--- config.mk ---
export PLATFORM = sky130hd
export DESIGN_NAME = nand_ecc_accum
export DESIGN_NICKNAME = d
export VERILOG_FILES = /design/src/rtl/nand_ecc_pkg.sv /design/src/rtl/nand_ecc_half.sv /design/src/rtl/nand_ecc_ctrl.sv /design/src/rtl/nand_ecc_accum.sv
export SDC_FILE = /design/constraint.sdc
export NUM_CORES = 1
export LEC_CHECK = 0
export ABC_AREA = 1
export BUFFER_PORTS_ARGS = -buffer_cell sky130_fd_sc_hd__buf_2
export CAP_MARGIN = 10
export CORE_ASPECT_RATIO = 0.5
export CORE_MARGIN = 8
export CORE_UTILIZATION = 45
export DETAILED_ROUTE_END_ITERATION = 7
export GPL_TIMING_DRIVEN = 0
export SLEW_MARGIN = 10
export SYNTH_ARGS = -nofsm -noshare
export SYNTH_HDL_FRONTEND = slang
export SYNTH_SLANG_ARGS = --single-unit
export TNS_END_PERCENT = 10
--- constraint.sdc ---
create_clock -name clk_i -period 2.85 [get_ports clk_i]
set_input_delay 0.4275 -clock clk_i [delete_from_list [all_inputs] [get_ports clk_i]]
set_output_delay 0.4275 -clock clk_i [all_outputs]
set_load 0.02 [all_outputs]
--- src/rtl/nand_ecc_pkg.sv ---
package nand_ecc_pkg;
  localparam int HALF_BYTES   = 256;
  localparam int HALVES       = 2;
  localparam int IDX_W        = $clog2(HALF_BYTES);
  localparam int LP_W         = 2 * IDX_W;
  localparam int SECTOR_BYTES = HALVES * HALF_BYTES;
  localparam int CNT_W        = $clog2(SECTOR_BYTES) + 1;
  localparam int RES_WORDS    = 3;
  localparam int PTR_W        = 2;

  localparam logic [7:0] CMD_ECC_CLR = 8'hF4;
  localparam logic [7:0] CMD_ECC_RUN = 8'hB4;
  localparam logic [7:0] CMD_ECC_RES = 8'hD4;
  localparam logic [7:0] CMD_DATA    = 8'h94;

  typedef enum logic [1:0] {
    ST_DATA,
    ST_CALC,
    ST_RES,
    ST_HOLD
  } ecc_mode_e;
endpackage

--- src/rtl/nand_ecc_half.sv ---
module nand_ecc_half
  import nand_ecc_pkg::*;
(
  input  logic             clk_i,
  input  logic             rst_ni,
  input  logic             clr_i,
  input  logic             en_i,
  input  logic [IDX_W-1:0] idx_i,
  input  logic [7:0]       byte_i,
  output logic [LP_W-1:0]  lp_o,
  output logic [7:0]       col_o
);
  logic [LP_W-1:0] lp_q, lp_d;
  logic [7:0]      colx_q;
  logic            bpar;

  assign bpar = ^byte_i;

  always_comb begin
    lp_d = lp_q;
    for (int k = 0; k < IDX_W; k++) begin
      if (idx_i[k]) lp_d[2*k+1] = lp_q[2*k+1] ^ bpar;
      else          lp_d[2*k]   = lp_q[2*k]   ^ bpar;
    end
  end

  always_ff @(posedge clk_i or negedge rst_ni) begin
    if (!rst_ni) begin
      lp_q   <= '0;
      colx_q <= '0;
    end else if (clr_i) begin
      lp_q   <= '0;
      colx_q <= '0;
    end else if (en_i) begin
      lp_q   <= lp_d;
      colx_q <= colx_q ^ byte_i;
    end
  end

  // column parity is linear: derive from running XOR of all bytes
  always_comb begin
    logic [5:0] cp;
    cp = '0;
    for (int j = 0; j < 3; j++) begin
      for (int b = 0; b < 8; b++) begin
        if (((b >> j) & 1) != 0) cp[2*j+1] = cp[2*j+1] ^ colx_q[b];
        else                     cp[2*j]   = cp[2*j]   ^ colx_q[b];
      end
    end
    col_o = {cp, 2'b11};
  end

  assign lp_o = lp_q;
endmodule

--- src/rtl/nand_ecc_ctrl.sv ---
module nand_ecc_ctrl
  import nand_ecc_pkg::*;
(
  input  logic             clk_i,
  input  logic             rst_ni,
  input  logic             mode_wr_i,
  input  logic [7:0]       mode_i,
  input  logic             data_valid_i,
  input  logic             rd_i,
  output logic             clr_o,
  output logic             acc_en_o,
  output logic             half_sel_o,
  output logic [IDX_W-1:0] idx_o,
  output logic             res_mode_o,
  output logic [PTR_W-1:0] ptr_o,
  output logic [CNT_W-1:0] cnt_o,
  output logic             skip_o
);
  ecc_mode_e        mode_q;
  logic [CNT_W-1:0] cnt_q;
  logic [PTR_W-1:0] ptr_q;
  logic             skip_q;

  assign clr_o    = mode_wr_i && (mode_i == CMD_ECC_CLR);
  assign acc_en_o = data_valid_i && (mode_q == ST_CALC) && !skip_q && !clr_o &&
                    (cnt_q < CNT_W'(SECTOR_BYTES));

  always_ff @(posedge clk_i or negedge rst_ni) begin
    if (!rst_ni) begin
      mode_q <= ST_DATA;
      cnt_q  <= '0;
      ptr_q  <= '0;
      skip_q <= 1'b0;
    end else begin
      if (data_valid_i && skip_q) skip_q <= 1'b0;
      if (acc_en_o) cnt_q <= cnt_q + 1'b1;
      if (rd_i && mode_q == ST_RES)
        ptr_q <= (ptr_q == PTR_W'(RES_WORDS - 1)) ? '0 : ptr_q + 1'b1;
      if (mode_wr_i) begin
        unique case (mode_i)
          CMD_ECC_CLR: begin
            mode_q <= ST_HOLD;
            cnt_q  <= '0;
            skip_q <= 1'b1;
          end
          CMD_ECC_RUN: mode_q <= ST_CALC;
          CMD_ECC_RES: begin
            mode_q <= ST_RES;
            ptr_q  <= '0;
          end
          CMD_DATA: begin
            mode_q <= ST_DATA;
            ptr_q  <= '0;
          end
          default: ;
        endcase
      end
    end
  end

  assign half_sel_o = cnt_q[IDX_W];
  assign idx_o      = cnt_q[IDX_W-1:0];
  assign res_mode_o = (mode_q == ST_RES);
  assign ptr_o      = ptr_q;
  assign cnt_o      = cnt_q;
  assign skip_o     = skip_q;
endmodule

--- src/rtl/nand_ecc_accum.sv ---
module nand_ecc_accum
  import nand_ecc_pkg::*;
(
  input  logic        clk_i,
  input  logic        rst_ni,
  input  logic        mode_wr_i,
  input  logic [7:0]  mode_i,
  input  logic        data_valid_i,
  input  logic [7:0]  data_i,
  input  logic        rd_i,
  output logic        ecc_sel_o,
  output logic [15:0] ecc_o
);
  logic             clr, acc_en, half_sel, res_mode, skip_pend;
  logic [IDX_W-1:0] byte_idx;
  logic [PTR_W-1:0] rd_ptr;
  logic [CNT_W-1:0] byte_cnt;
  logic [LP_W-1:0]  half_lp  [HALVES];
  logic [7:0]       half_col [HALVES];
  logic [15:0]      word;

  nand_ecc_ctrl u_ctrl (
    .clk_i        (clk_i),
    .rst_ni       (rst_ni),
    .mode_wr_i    (mode_wr_i),
    .mode_i       (mode_i),
    .data_valid_i (data_valid_i),
    .rd_i         (rd_i),
    .clr_o        (clr),
    .acc_en_o     (acc_en),
    .half_sel_o   (half_sel),
    .idx_o        (byte_idx),
    .res_mode_o   (res_mode),
    .ptr_o        (rd_ptr),
    .cnt_o        (byte_cnt),
    .skip_o       (skip_pend)
  );

  for (genvar h = 0; h < HALVES; h++) begin : g_half
    nand_ecc_half u_half (
      .clk_i  (clk_i),
      .rst_ni (rst_ni),
      .clr_i  (clr),
      .en_i   (acc_en && (half_sel == 1'(h))),
      .idx_i  (byte_idx),
      .byte_i (data_i),
      .lp_o   (half_lp[h]),
      .col_o  (half_col[h])
    );
  end

  // interleaved read-back order
  always_comb begin
    unique case (rd_ptr)
      2'd0:    word = half_lp[0];
      2'd1:    word = {half_lp[1][7:0], half_col[0]};
      2'd2:    word = {half_col[1], half_lp[1][15:8]};
      default: word = '0;
    endcase
  end

  assign ecc_sel_o = res_mode;
  assign ecc_o     = res_mode ? word : 16'h0000;
endmodule

# Word-level counts from Yosys, hierarchy flattened

Index checks and enable logic that the tools add are counted.

Output and inout bits: 17
Input port bits: 21
Flip-flop bits (word level): 63
Word-level logic and storage cells: 237

Order comparisons: 1
Mux-type cells: 53
$add $sub $neg: 2
Reductions and logical operators: 58
Bitwise gates (word level): 69
Equal/unequal tests: 16

Operators by type and width:

| cell                                                 | count |
|---|---|
| two-way mux 16 bit                                   | 5 |
| AND reduction 2 bit                                  | 33 |
| XOR 1 bit                                            | 66 |
| case mux 16 bit (3 select lines)                     | 1 |
| two-way mux 1 bit                                    | 35 |
| equality test 8 bit (second input constant)          | 4 |
| two-way mux 8 bit                                    | 4 |
| two-way mux 10 bit                                   | 3 |
| nonzero test 2 bit                                   | 10 |
| != test 2 x 1 -> 1 bit (second input constant)       | 8 |
| XOR 8 bit                                            | 2 |
| adder 10 x 1 -> 10 bit (second input constant)       | 1 |
| < comparator 10 bit (second input constant)          | 1 |
| logical AND 1 bit                                    | 9 |
| two-way mux 2 bit                                    | 4 |
| case mux 2 bit (4 select lines)                      | 1 |
| XOR reduction 8 bit                                  | 1 |
| equality test 2 x 1 -> 1 bit (second input constant) | 2 |
| equality test 2 bit (second input constant)          | 2 |
| nonzero test 4 bit                                   | 1 |
| adder 2 x 1 -> 2 bit (second input constant)         | 1 |
| logical NOT 1 bit                                    | 2 |
| logical NOT 2 bit                                    | 1 |
| OR reduction 2 bit                                   | 1 |
| NOT 1 bit                                            | 1 |

# Depth between registers and ports, before layout

Gate-level depths: netlist of the first run.

Word-level depth: 8
Mapped depth: 13
Depth with buffers taken out: 12

# Cells and area by module

Synthesis of the first run repeated with hierarchy kept, for this count alone.

Cells, all modules: 694
Area, all modules: 4555.6 µm²

Modules (own cells, without submodules):

| module         | sequential area each (µm²) | instances | cells an instance | area each (µm²) |
|---|---|---|---|---|
| nand_ecc_half  | 600.6                      | 2         | 221               | 1508.9 |
| nand_ecc_ctrl  | 375.4                      | 1         | 140               | 960.9 |
| nand_ecc_accum | 0.0                        | 1         | 112               | 576.8 |

# Least setup slack after synthesis of the first run

OpenSTA, ideal clock, no wires.

Path type: register to output
Start: register u_ctrl.mode_q[0]
End: output port ecc_o[0]
Setup slack: 0.674 ns
Path buffers: 0
Data required time: 2.423 ns
Arrival: 1.749 ns
Cell stages (with the launch flop): 4
Cells stage by stage: dfrtp_1 > nor2_1 > o21ai_1 > a221oi_1

Word-level cells in the longest chain between the ends: 2

Ends and longest elaborated chain:

| what                     | line                 | RTL |
|---|---|---|
| start: declaration       | nand_ecc_ctrl.sv:19  | `ecc_mode_e mode_q;` |
| start signal: assignment | nand_ecc_ctrl.sv:30  | `mode_q <= ST_DATA;` |
| start signal: assignment | nand_ecc_ctrl.sv:42  | `mode_q <= ST_HOLD;` |
| start signal: assignment | nand_ecc_ctrl.sv:46  | `CMD_ECC_RUN: mode_q <= ST_CALC;` |
| equality test 2 bit      | nand_ecc_ctrl.sv:63  | `assign res_mode_o = (mode_q == ST_RES);` |
| named net ecc_sel_o      | nand_ecc_accum.sv:11 | `output logic ecc_sel_o,` |
| two-way mux 16 bit       | nand_ecc_accum.sv:63 | `assign ecc_o = res_mode ? word : 16'h0000;` |
| end: declaration         | nand_ecc_accum.sv:12 | `output logic [15:0] ecc_o` |

The timed path passes the listed nets, and every way through them passes these cells.

# Worst setup path in the final report of the first run

Start: register u_ctrl.ptr_q[0] (netlist: u_ctrl.ptr_o[0])
End: output port ecc_o[5]

Word-level cells in the longest chain between the ends: 3
Elaborated cells on any way between the ends: 5
Those cells by class: eq/ne: 2; mux: 2; reduce/logical: 1

Ends and longest elaborated chain:

| what                                        | line                 | RTL |
|---|---|---|
| start: declaration                          | nand_ecc_ctrl.sv:21  | `logic [PTR_W-1:0] ptr_q;` |
| start signal: assignment                    | nand_ecc_ctrl.sv:38  | `ptr_q <= (ptr_q == PTR_W'(RES_WORDS - 1)) ? '0 : ptr_q + 1'b1;` |
| equality test 2 bit (tied with other cells) | nand_ecc_accum.sv:54 | `unique case (rd_ptr)` |
| case mux 16 bit (3 select lines) *          | nand_ecc_accum.sv:54 |  |
| two-way mux 16 bit *                        | nand_ecc_accum.sv:63 |  |

Mark *: on every way between the ends. The rest lies on a longest branch, timed or not.

==> metrics.yaml, run 1 <==
outcome:
  status: "completed"
die:
  dieHeight_um: 86.3
  die_x_um: 157
  rows: 25
  ios: 38
  die-area_um2: 13500
  start_util: 0.467
  core_region_area_um2: 9510
synth:
  ys_ff_latch: 63
  ys_warn_count: 0
  synth_nets: 704
  postSynthCellCount: 682
  avgSynthCellArea_um2: 6.52
  ys_seq_area_frac: 0.355
  synth_cell_types: 40
  synth_area_um2: 4440
global_route:
  grt_max_degree: 61
  grt_antenna_before_repair: 0
  grt_pass1_wl_um: 21900
  grtUsageTotal: 0.207
  grt_overflow_total: 0
  grt_pass1_vias: 4148
place:
  dp_slack_ps: 546
  dp_hpwl_um: 10000
  place_congestion: 0.886
  portBuffers: 36
timing:
  fin_setup_tns_ps: 0
  slew_viol_final: 0
  hold_violations: 0
  finalSetupViolations: 0
  period_needed_ps: 2570
  max_freq_ghz: 0.389
  rsz0062_at_grt: "false"
  fin_skew_ps: 7.79
  worst_pin_slew_ps: 676
  whs_ps: 309
  period_share: 0.902
  worst_slack_ps: 278
  slew_headroom: 0.546
power:
  p_per_area_nw_per_um2: 760
  p_leak_nw: 2.70
  peakVddDrop_mv: 0.283
flow_run:
  max_cap_violations: 0
clock_network:
  cts_setup_buffers: 0
  htree_levels: 3
  cts_tree: "built"
  cts_inserted_buffers: 9
  ctsLongestPathBuffers: 2
  numClockSinks: 63
  clock_latency_ps: 340
  cts_root_buffer: "clkbuf_16"
  path_clk_slew_ps: 50
setup_path:
  path_delay_family: "buffers and inverters"
  reg2reg_from: "u_ctrl.cnt_o[9]"
  cpMaxStageDelayCell: "dfrtp_1"
  cpPeakStageDelay_ps: 450
  path_class: "register to output port"
  critPathMaxFanout: 10
  arrival_ps: 2140
  reg2reg_depth: 11
  crit_path_end_kind: "output port"
  start_kind: "register"
  crit_buf_inv: 2
  rrSetupSlack_ps: 1060
  crit_path_start: "u_ctrl.ptr_o[0]"
  required_ps: 2420
  worstPathCellList: "nor2_2, clkbuf_1, nand2_1, a31oi_1, buf_2"
  rr_endpoint: "g_half[0].u_half.lp_o[10]"
routing:
  ant_nets: 0
  dr.first_iter.drc_count: 282
  vias: 4363
  wl_per_cell_um: 15.3
  vias_per_cell: 5.01
  wl_um: 13300
  first_pass_iters: 4
  drc: 0
final_layout:
  diodes: 0
  final_net_count: 753
  post-route-util: 0.544
  final_common_cell: "nand2_1"
  area_delta_synth_final_pct: 16.3
  drive_gt1_frac: 0.129
  layout_common_cells: "nand2_1, inv_1, nor2_1"
min_path:
  hp-class: "input pin to register"
  min_to: "u_ctrl.skip_o"
  min_path_cells: 2
  worstHoldStart: "data_valid_i"
## layer usage
metal / part of all wire / vias to the layer above / track usage / wire length, um
met5: 0 / - / 0 / 0
met4: 0.013 / 0 / 0.0537 / 170
met2: 0.43 / 104 / 0.327 / 5760
met1: 0.49 / 2034 / 0.279 / 6540
met3: 0.064 / 14 / 0.0511 / 850
li1: - / 2211 / - / -
## power breakdown
part,internal (mW),switching (mW)
sequential,1.06,0.230
combinational,0.508,0.902
clock,0.812,0.419
total,2.38,1.55
## cells in the mapped netlist, drive strengths merged
cell type	count	share of area
a211oi	1	0.0017
a21oi	4	0.0045
a221oi	4	0.0079
a22oi	2	0.0034
a31oi	10	0.014
buf	20	0.031
clkbuf	1	0.00084
clkinv	3	0.0025
dfrtp	63	0.35
ha	1	0.0028
inv	74	0.063
nand2	304	0.26
nand3	53	0.065
nand3b	1	0.0017
nand4	2	0.0028
nor2	69	0.061
nor3	6	0.0093
nor4	1	0.0014
o211ai	2	0.0034
o21a	3	0.0051
o21ai	8	0.0090
o21bai	7	0.014
o22ai	2	0.0028
o311ai	1	0.0020
o31ai	2	0.0034
or2	4	0.0056
xnor2	16	0.032
xor2	18	0.035
## registers in the layout (all words and copies together) (netlist names)
| register | count |
|---|---|
| u_ctrl.ptr_o | 2 |
| g_half.u_half.lp_o | 32 |
| u_ctrl.mode_q | 2 |
| g_half.u_half.colx_q | 16 |
| u_ctrl.cnt_o | 10 |
| u_ctrl.skip_o | 1 |
## per-stage QoR
stage	instances	power (mW)	instance area [um^2]
2_1_floorplan	682	2.24	4440
3_3_place_gp	853	2.67	4790
3_5_place_dp	854	2.69	4820
4_1_cts	871	3.93	5170
5_1_grt	871	4.16	5170
6_report	871	3.93	5170
## what timing repair did
action,4_1_cts,5_1_grt
hold buffers,1,0
hold endpoints to repair,3,0
setup endpoints to repair,0,4
resized for setup,0,1
## final cells by class
class / count / area (um^2)
plain buffers: 21 / 143
clock buffers: 11 / 253
clock inverters: 5 / 80.1
fillers: 966 / 4340
inverters: 77 / 289
multi-input cells: 521 / 2440
flip-flops and latches: 63 / 1580
well taps: 135 / 169
repair buffers: 38 / 220
## worst register-to-register path, cell delays in order, from the launching register on
cell	delay [ps]
dfrtp_1	380
inv_1	70
nand2_2	70
nor2_1	120
nand3_2	150
nor2_4	270
inv_2	160
nand2_4	130
buf_6	160
nand2_1	60
nand2_1	60
nand2_1	50
## worst max-delay path by stage
| stage | endpoint | slack, ps | cells past startpoint |
|---|---|---|---|
| floorplan | ecc_o[0] | 670 | 3 |
| global placement | ecc_o[4] | 550 | 5 |
| CTS | ecc_o[5] | 180 | 5 |
| finish | ecc_o[5] | 280 | 5 |
| detailed placement | ecc_o[5] | 550 | 5 |
| global route | ecc_o[5] | 150 | 5 |
## logic make-up (layout without fill, tap and decap cells)
logic type	count (synthesis)	in the layout	synth area share
xor+xnor	34	34	0.0670
flops	63	63	0.355
fa+ha+maj	1	1	0.00281
compound gates	46	46	0.0715
simple gates	440	440	0.407
buf+inv	98	152	0.0971
Note: power is estimated with default switching activity, not from simulation.
==> run 2, diff against run 1 <==
==> constraint.sdc (replaced) <==
create_clock -name clk_i -period 2.85 [get_ports clk_i]
set_input_delay 0.4275 -clock clk_i [delete_from_list [all_inputs] [get_ports clk_i]]
set_output_delay 0.4275 -clock clk_i [all_outputs]
set_load 0.01 [all_outputs]
==> metrics.yaml, run 2 (synthesis gave the netlist of run 1 again) <==
outcome:
  status: "completed"
global_route:
  grtUsageTotal: 0.207
  met1_usage: 0.279
  grt_antenna_before_repair: 0
  grt_use_met3: 0.0511
  grt_pass1_wl_um: 21900
  grt_most_used_layer: "met2"
  grt_pass1_vias: 4148
  grt_overflow_total: 0
  grt_max_degree: 61
  use_met2: 0.327
routing:
  first_pass_iters: 4
  vias: 4358
  wl_um: 13300
  dr.first_iter.drc_count: 284
  drc: 0
  vias_per_cell: 5.00
  ant_nets: 0
  wl_per_cell_um: 15.3
place:
  portBuffers: 36
  place_inst: 854
  place_congestion: 0.886
  placed_area_um2: 4820
  dp_hpwl_um: 10000
timing:
  fin_setup_tns_ps: 0
  slew_viol_final: 0
  worst_pin_slew_ps: 675
  period_share: 0.950
  max_freq_ghz: 0.369
  slew_headroom: 0.547
  finalSetupViolations: 0
  hold_violations: 0
  fin_skew_ps: 7.78
  rsz0062_at_grt: "false"
  period_needed_ps: 2710
final_layout:
  fillCellCount: 967
  diodes: 0
  final_common_cell: "nand2_1"
  layout.cells.non_filler: 871
  drive_gt1_frac: 0.128
  design_area_um2: 5170
  largest_register_ffs: 32
  layout_common_cells: "nand2_1, inv_1, nor2_1"
  final_net_count: 753
  area_delta_synth_final_pct: 16.2
clock_network:
  cts-resized-gates: 0
  path_clk_slew_ps: 50
  cts_inserted_buffers: 9
  cts_tree: "built"
  numClockSinks: 63
  cts_setup_buffers: 0
  ctsLongestPathBuffers: 2
  cts_root_buffer: "clkbuf_16"
  htree_levels: 3
  clock_latency_ps: 340
setup_path:
  reg2reg_depth: 11
  critPathMaxFanout: 10
  rr_endpoint: "g_half[0].u_half.lp_o[10]"
  reg2reg_from: "u_ctrl.cnt_o[9]"
  arrival_ps: 2280
  start_kind: "register"
  crit_path_start: "u_ctrl.ptr_o[0]"
  path_class: "register to output port"
  required_ps: 2420
  rrSetupSlack_ps: 1060
  crit_path_end_kind: "output port"
power:
  p_leak_nw: 2.70
  seq_power_share: 0.334
  combPwrFrac: 0.347
  peakVddDrop_mv: 0.283
  p_per_area_nw_per_um2: 747
  pwr-share-clk: 0.319
  sw_frac_of_total: 0.384
  p_sw_mw: 1.48
  intPower_mw: 2.38
min_path:
  worstHoldStart: "data_valid_i"
  hp-class: "input pin to register"
  min_path_cells: 2
  min_to: "u_ctrl.skip_o"
die:
  dieHeight_um: 86.3
  rows: 25
  ios: 38
  core_region_area_um2: 9510
  die_x_um: 157
  start_util: 0.467
  die-area_um2: 13500
flow_run:
  max_cap_violations: 0
run 2: metrics by stage:
stage	util	hold slack [ps]	setup WS (ps)	total power [mW]
finish	0.543	309	144	3.86
CTS	0.543	303	217	3.86
global placement	0.504	481	588	2.60
detailed placement	0.507	241	580	2.62
floorplan	-	132	1060	2.17
global route	0.543	324	8.30	4.09
run 2: power groups by stage:
stage / registers (mW) / logic (mW) / clock network, mW
after floorplan: 1.22 / 0.949 / 0
after global placement: 1.29 / 1.31 / 0
after detailed placement: 1.29 / 1.33 / 0
after CTS: 1.28 / 1.34 / 1.24
after global routing: 1.31 / 1.50 / 1.28
final: 1.29 / 1.34 / 1.23
run 2: cell type report:
cell class	instances	area [um^2]	share of cell area
multi-input combinational	521	2440	0.472
clock buffer	11	253	0.0489
buffer	21	143	0.0276
tap	135	169	0.0327
inverter	77	289	0.0559
sequential	63	1580	0.305
clock inverter	5	80.1	0.0155
timing repair buffer	38	220	0.0426
run 2: timing repair:
action	4_1_cts	5_1_grt
hold buffers	1	0
endpoints found under the hold margin	3	0
endpoints found under the setup margin	0	0
run 2: routing by layer:
| layer | vias to the layer above | part of all wire |
|---|---|---|
| met5 | - | 0 |
| met3 | 14 | 0.063 |
| li1 | 2212 | - |
| met2 | 104 | 0.43 |
| met1 | 2028 | 0.49 |
| met4 | 0 | 0.013 |
run 2: worst max path at each step:
stage | depth (start not counted) | to
2_1_floorplan | 3 | ecc_o[0]
3_3_place_gp | 5 | ecc_o[4]
3_5_place_dp | 5 | ecc_o[5]
4_1_cts | 5 | ecc_o[5]
5_1_grt | 5 | ecc_o[5]
6_report | 5 | ecc_o[5]
run 2: worst max-delay path, cell delays in order, from the launching register on:
cell and delay, ps:
dfrtp_1 450, nor2_1 510, clkbuf_1 450, nand2_1 140
a31oi_1 230, buf_2 170
